<file path="src/rtl/gpio_pkg.sv">
// Shared definitions for the general-purpose port.
// Assumes a two-bit register address space.
package gpio_pkg;
    typedef enum logic [1:0] {
        SEL_PINS = 2'd0,
        SEL_DATA = 2'd1,
        SEL_DIR  = 2'd2,
        SEL_NONE = 2'd3
    } reg_sel_e;
endpackage

</file>
<file path="src/rtl/gpio_sync.sv">
// Multi-stage synchroniser for asynchronous pad inputs.
// Assumes STAGES >= 2. The output lags the input by STAGES edges.
module gpio_sync #(
    parameter int WIDTH  = 8,
    parameter int STAGES = 2
) (
    input  logic             clk,
    input  logic             rst_n,
    input  logic [WIDTH-1:0] async_i,
    output logic [WIDTH-1:0] sync_o
);
    logic [WIDTH-1:0] chain [STAGES];

    // Shift the pad levels through the flop chain.
    always_ff @(posedge clk) begin
        if (!rst_n) begin
            for (int s = 0; s < STAGES; s++) chain[s] <= '0;
        end else begin
            chain[0] <= async_i;
            for (int s = 1; s < STAGES; s++) chain[s] <= chain[s-1];
        end
    end

    assign sync_o = chain[STAGES-1];
endmodule

</file>
<file path="src/rtl/gpio_regs.sv">
// Holds the output latch and the direction register.
// Assumes single-cycle writes qualified by wr_en. Address 3 is not mapped.
module gpio_regs
    import gpio_pkg::*;
#(
    parameter int WIDTH = 8
) (
    input  logic             clk,
    input  logic             rst_n,
    input  logic             wr_en,
    input  logic [1:0]       addr,
    input  logic [WIDTH-1:0] wdata,
    output logic [WIDTH-1:0] lat_q,
    output logic [WIDTH-1:0] dir_q
);
    reg_sel_e sel;
    logic     lat_we;
    logic     dir_we;

    // Decode which register a write targets.
    always_comb begin
        sel    = reg_sel_e'(addr);
        lat_we = wr_en && (sel == SEL_PINS || sel == SEL_DATA);
        dir_we = wr_en && (sel == SEL_DIR);
    end

    // Output latch: reset clear, loaded by pin-register or data-store writes.
    always_ff @(posedge clk) begin
        if (!rst_n)      lat_q <= '0;
        else if (lat_we) lat_q <= wdata;
    end

    // Direction register: reset to all inputs.
    always_ff @(posedge clk) begin
        if (!rst_n)      dir_q <= '1;
        else if (dir_we) dir_q <= wdata;
    end
endmodule

</file>
<file path="src/rtl/gpio_drive.sv">
// Per-pin driver control toward the pad cells.
// Assumes a direction bit of 1 means input. Slave mode overrides every pin.
module gpio_drive #(
    parameter int WIDTH = 8
) (
    input  logic [WIDTH-1:0] lat_q,
    input  logic [WIDTH-1:0] dir_q,
    input  logic             slave_mode,
    output logic [WIDTH-1:0] pad_out,
    output logic [WIDTH-1:0] pad_oe
);
    for (genvar i = 0; i < WIDTH; i++) begin : g_pin
        // Enable pin i only when it is an output and the port is not handed over.
        always_comb begin
            pad_out[i] = lat_q[i];
            pad_oe[i]  = !dir_q[i] && !slave_mode;
        end
    end
endmodule

</file>
<file path="src/rtl/gpio_rdmux.sv">
// Combinational read-data selector.
// Assumes the address is stable while rdata is sampled.
module gpio_rdmux
    import gpio_pkg::*;
#(
    parameter int WIDTH = 8
) (
    input  logic [1:0]       addr,
    input  logic [WIDTH-1:0] pins_q,
    input  logic [WIDTH-1:0] lat_q,
    input  logic [WIDTH-1:0] dir_q,
    output logic [WIDTH-1:0] rdata
);
    // Pick the addressed source. The unmapped slot reads as zero.
    always_comb begin
        unique case (reg_sel_e'(addr))
            SEL_PINS: rdata = pins_q;
            SEL_DATA: rdata = lat_q;
            SEL_DIR:  rdata = dir_q;
            default:  rdata = '0;
        endcase
    end
endmodule

</file>
<file path="src/rtl/gpio_port.sv">
// Top level of the eight-bit bidirectional port.
// Assumes pad_in is asynchronous and that slave_mode comes from a synchronous control register.
module gpio_port #(
    parameter int WIDTH       = 8,
    parameter int SYNC_STAGES = 2
) (
    input  logic             clk,
    input  logic             rst_n,
    input  logic             wr_en,
    input  logic [1:0]       addr,
    input  logic [WIDTH-1:0] wdata,
    output logic [WIDTH-1:0] rdata,
    input  logic             slave_mode,
    input  logic [WIDTH-1:0] pad_in,
    output logic [WIDTH-1:0] pad_out,
    output logic [WIDTH-1:0] pad_oe
);
    logic [WIDTH-1:0] lat_q;
    logic [WIDTH-1:0] dir_q;
    logic [WIDTH-1:0] pins_q;

    gpio_sync #(.WIDTH(WIDTH), .STAGES(SYNC_STAGES)) u_sync (
        .clk(clk), .rst_n(rst_n), .async_i(pad_in), .sync_o(pins_q)
    );

    gpio_regs #(.WIDTH(WIDTH)) u_regs (
        .clk(clk), .rst_n(rst_n), .wr_en(wr_en), .addr(addr),
        .wdata(wdata), .lat_q(lat_q), .dir_q(dir_q)
    );

    gpio_drive #(.WIDTH(WIDTH)) u_drive (
        .lat_q(lat_q), .dir_q(dir_q), .slave_mode(slave_mode),
        .pad_out(pad_out), .pad_oe(pad_oe)
    );

    gpio_rdmux #(.WIDTH(WIDTH)) u_rdmux (
        .addr(addr), .pins_q(pins_q), .lat_q(lat_q), .dir_q(dir_q), .rdata(rdata)
    );
endmodule

</file>
<file path="config.mk">
export PLATFORM = sky130hd
export DESIGN_NAME = gpio_port
export DESIGN_NICKNAME = d
export VERILOG_FILES = /design/src/rtl/gpio_pkg.sv /design/src/rtl/gpio_sync.sv /design/src/rtl/gpio_regs.sv /design/src/rtl/gpio_drive.sv /design/src/rtl/gpio_rdmux.sv /design/src/rtl/gpio_port.sv
export SDC_FILE = /design/constraint.sdc
export NUM_CORES = 1
export LEC_CHECK = 0
export BUFFER_PORTS_ARGS = -buffer_cell sky130_fd_sc_hd__buf_2
export CORE_MARGIN = 4
export CORE_UTILIZATION = 35
export DETAILED_ROUTE_END_ITERATION = 10
export MAX_ROUTING_LAYER = met4
export PLACE_DENSITY = 0.57
export SYNTH_ARGS = -nofsm -noshare
export SYNTH_HDL_FRONTEND = slang
export SYNTH_SLANG_ARGS = --single-unit
</file>
<file path="constraint.sdc">
create_clock -name clk -period 0.9 [get_ports clk]
set_input_delay 0 -clock clk [delete_from_list [all_inputs] [get_ports clk]]
set_output_delay 0 -clock clk [all_outputs]
set_load 0.05 [all_outputs]
</file>
# Yosys cells after proc, flatten, opt, wreduce, memory -nomap -nowiden
# Memory sizes are Yosys's and may differ from the RTL's.
# Index checks and enable logic that the tools add are counted.
[classes]
n_eq_ne = 2
mux = 5
n_bitwise = 2
n_reduce_logical = 21
[ops]
columns = ["cell", "count"]
rows = [
  ["$pmux 8 s3", 1],
  ["$mux 8", 2],
  ["$logic_and 1x1->1", 10],
  ["$logic_not 1->1", 9],
  ["$eq 2x1->1 const B", 1],
  ["$eq 2x2->1 const B", 1],
  ["$logic_not 2->1", 1],
  ["$mux 1", 2],
  ["$or 1x1->1", 2],
  ["$logic_or 1x1->1", 1],
]
[totals]
register_bits = 16
ramBits = 16
in_bits = 22
out_inout_bits = 24
elab_cells = 33
memories = 1
[mem_list]
columns = ["name", "depth", "word_bits", "rd", "rd_clocked_by_memory_dff", "wr", "line", "source"]
rows = [
  ["u_sync.chain", 2, 8, 2, 0, 2, "gpio_sync.sv:12", "logic [WIDTH-1:0] chain [STAGES];"],
]

# Longest topological paths before layout
[depth]
ltp_word = 3
ltp_mapped = 5
ltp_nobuf = 3

# Modules after synthesis
# From an unflattened synthesis, not the netlist that was laid out.
[hier_totals]
cells_unflattened = 150
hier_area_um2 = 1397.6
[by_module_without_submodules]
columns = ["module", "instances", "cells_each", "area_per_inst_um2", "seq_area_each_um2"]
rows = [
  ["gpio_regs", 1, 72, 591.8, 320.3],
  ["gpio_sync", 1, 41, 506.7, 320.3],
  ["gpio_rdmux", 1, 20, 197.7, 0.0],
  ["gpio_drive", 1, 17, 101.3, 0.0],
]

# Worst setup path before layout
# OpenSTA, ideal clock, no wires.
[synth_timing]
kind = "register to output"
start = "register u_regs.dir_q[0]"
end = "output port rdata[0]"
t_arrival_ps = 1479
setup_slack_ps = -579
stages_incl_launch_ff = 3
n_path_buf = 0
path_cell_list = "dfxtp_1 > mux2i_1 > o21ai_0"
[synth_between]
elab_chain_cells = 1
[synth_lines]
columns = ["element", "line", "source"]
rows = [
  ["start: declaration", "gpio_regs.sv:14", "output logic [WIDTH-1:0] dir_q"],
  ["start signal: assignment", "gpio_regs.sv:36", "else if (dir_we) dir_q <= wdata;"],
  ["$pmux 8 s3", "gpio_rdmux.sv:16", "unique case (reg_sel_e'(addr))"],
  ["end: declaration", "gpio_port.sv:12", "output logic [WIDTH-1:0] rdata,"],
]
# Every way passes these cells.

# Worst setup path after layout
[layout_timing]
start = "register u_regs.dir_q[4]"
end = "output port rdata[4]"
# Same word-level chain as after synthesis.

==> reports/results.tsv <==
metric	value	unit
number of CTS-inserted buffers	5	
Area growth syn-to-layout	71.4	%
cell count after synthesis	133	
Worst R2R Setup Slack	0.20	ns
layout cells sized above 1	48.8	%
Detailed Route WL	3.33	mm
All-Layer GR Usage	16.5	%
pre-CTS WS	0.00135	ns
Syn Area/Cell	9.30	sq um
placed cell area	1640	sq um
later-pin clock latency in the skew report	0.33	ns
Hold Vio Cnt, Final	0	
critical path depth in cells	3	
Setup WS post-layout	-0.188	ns
Die H	67.5	microns
post-synth cell types	14	
YS warnings	0	
final instance area	2120	sq um
FF+latch area	661	sq um
DRC Markers	0	
# port buffers	45	
crit-path leading delay family	flip-flops	
max-slew violations	0	
Setup Skew	0.00580	ns
CORE AREA	3360	sq um
Pre-Repair DR Iteration Count	4	
slew margin rel.	73.5	%
first-pass GRT wire length	5.25	mm
Reg2Reg Depth	3	
CP max FO	3	
Worst Setup SP	u_regs.dir_q[4]	
RSZ-0062 raised after global routing	yes	
worst setup path endpoint	rdata[4]	
DR vias	1132	
Worst path max stage delay	0.34	ns
Final Critical Period	1.09	ns
row count	21	
Worst Path Arrival	1.09	ns
Setup crit start kind	flop	
Post-Syn Area	1240	sq um
CTS tree	done	
most frequent cells in the layout	24 x nand2_1, 24 x buf_6, 21 x buf_2	
Via density	4.44	
cell taking the most area after synthesis	dfxtp_1	
fmax	0.920	GHz
worst flop-to-flop path endpoint	u_regs.dir_q[5]	
clk slew on worst S/H paths	0.10	ns
CTS Buffer Depth	2	
critical path class	flop to primary output	
CTS sink count	32	
top cell type's share of synthesized area	51.8	%
Hold Slack	0.0362	ns
WP buf/inv	1	
HP Start	rst_n	
synthesized net count	155	
LEAKAGE	0.955	nW
IO Pins	46	
post-route ant nets	0	
crit end category	primary output	
max_cap viols	0	
Nets	230	
detailed placer's ending HPWL	2.20	mm
full die area	4550	sq um
final worst path period share	121	%
CTS root buf	clkbuf_4	
Initial DRC Count	10	
worst hold path class	primary input to flop	
grt ovf	0	
# setup viols final	16	
die width	67.5	microns
initial antenna violation count	0	
Starting Density	36.8	%
Synth Register Bits	32	
number of global-route vias before repair	1121	
per-cell routed wire length	13.0	microns
number of H-tree levels	2	
critical-path cell list	mux2i_1 > o21ai_2 > buf_6	
Pwr Total	3.36	mW
Seq/Total Area, Yosys	51.8	%
Power Density	1580	nW/um^2
FF-to-FF Start	u_regs.dir_q[5]	
area occupied by multi-input gates	628	sq um
largest net degree at the start of global routing	33	
antenna diode instance count	0	
Data required, critical path	0.90	ns
violated checks	negative setup slack	
gpl congestion	0.755	
worst vdd ir	0.959	mV
largest cells by area after synthesis	dfxtp_1 52%, mux2i_1 13%, and2_1 8.1%	
worst-margin pin slew	0.397	ns
status	complete, but fails checks	
FILL cells	320	
Worst path slowest cell	dfxtp_2	
-- power breakdown --
| group | leakage [nW] | switching (mW) | internal, mW |
|---|---|---|---|
| Combinational | 0.649 | 0.419 | 0.347 |
| Clock | 0.0422 | 0.477 | 0.582 |
| Sequential | 0.264 | 0.0382 | 1.49 |
| Total | 0.955 | 0.935 | 2.42 |
-- how the worst min path moves through the flow --
stage                               endpoint  slack (ns)  depth (start not counted)
after floorplan           u_sync.chain[0][4]        0.12                          1
after global placement    u_sync.chain[0][4]        0.20                          2
after detailed placement  u_sync.chain[0][4]        0.20                          2
after CTS                    u_regs.dir_q[6]        0.02                          3
after global routing         u_regs.dir_q[1]        0.02                          3
final                        u_regs.dir_q[1]        0.04                          3
-- cell type report --
| class | count | area share (%) |
|---|---|---|
| Sequential cell | 32 | 31.2 |
| Clock inverter | 2 | 1.65 |
| Multi-Input combinational cell | 92 | 29.6 |
| Timing Repair Buffer | 77 | 32.9 |
| Clock buffer | 6 | 1.95 |
| Tap cell | 46 | 2.71 |
-- tightest hold or removal path, cell delays in order --
cell	delay, ns
buf_2	0.11
buf_12	0.15
nand3_1	0.06
-- stage by stage --
| stage | std cells | util (%) | setup TNS, ns |
|---|---|---|---|
| finish | 255 | 63.1 | -2.04 |
| detailed placement | 228 | 48.7 | 0 |
| floorplan | 133 | - | 0 |
| global placement | 228 | 48.7 | 0 |
| global route | 255 | 63.1 | -2.94 |
| CTS | 253 | 61.1 | -2.09 |
-- cells in the mapped netlist, drive strengths merged --
master,count
and2,16
and2b,1
and3b,1
buf,4
clkbuf,5
dfxtp,32
mux2i,16
nand2,24
nand3,8
nand3b,1
nor2,8
nor2b,9
o21ai,8
-- flip-flops by register name, indices dropped and copies added, names as in the netlist --
signal,count
u_regs.lat_q,8
u_sync.chain,16
u_regs.dir_q,8
-- logic make-up (layout without fill, tap and decap cells) --
logic type             count (synthesis)  after routing  share of synthesized area (%)
AND/OR/NAND/NOR                       68             68                           27.8
AO/OA/AOI/OAI                          8              8                           3.24
buffers and inverters                  9             85                           4.25
flip-flops                            32             32                           51.8
multiplexers                          16             16                           12.9
-- metal layers --
| metal | wire length (microns) | global-route usage, % | vias up |
|---|---|---|---|
| met4 | 53 | 8.35 | 0 |
| met2 | 1590 | 25.6 | 37 |
| met1 | 1500 | 19.9 | 505 |
| met3 | 191 | 3.83 | 7 |
| li1 | - | - | 583 |
| met5 | 0 | - | - |
-- repair_timing --
action | CTS | global route
setup endpoints to repair | 24 | 22
endpoints found under the hold margin | 24 | 0
hold buffers | 16 | 0
buffers inserted | 1 | 2
resized for setup | 58 | 13
pin swaps | 8 | 1
No activity file was read; power rests on OpenSTA's default activity.
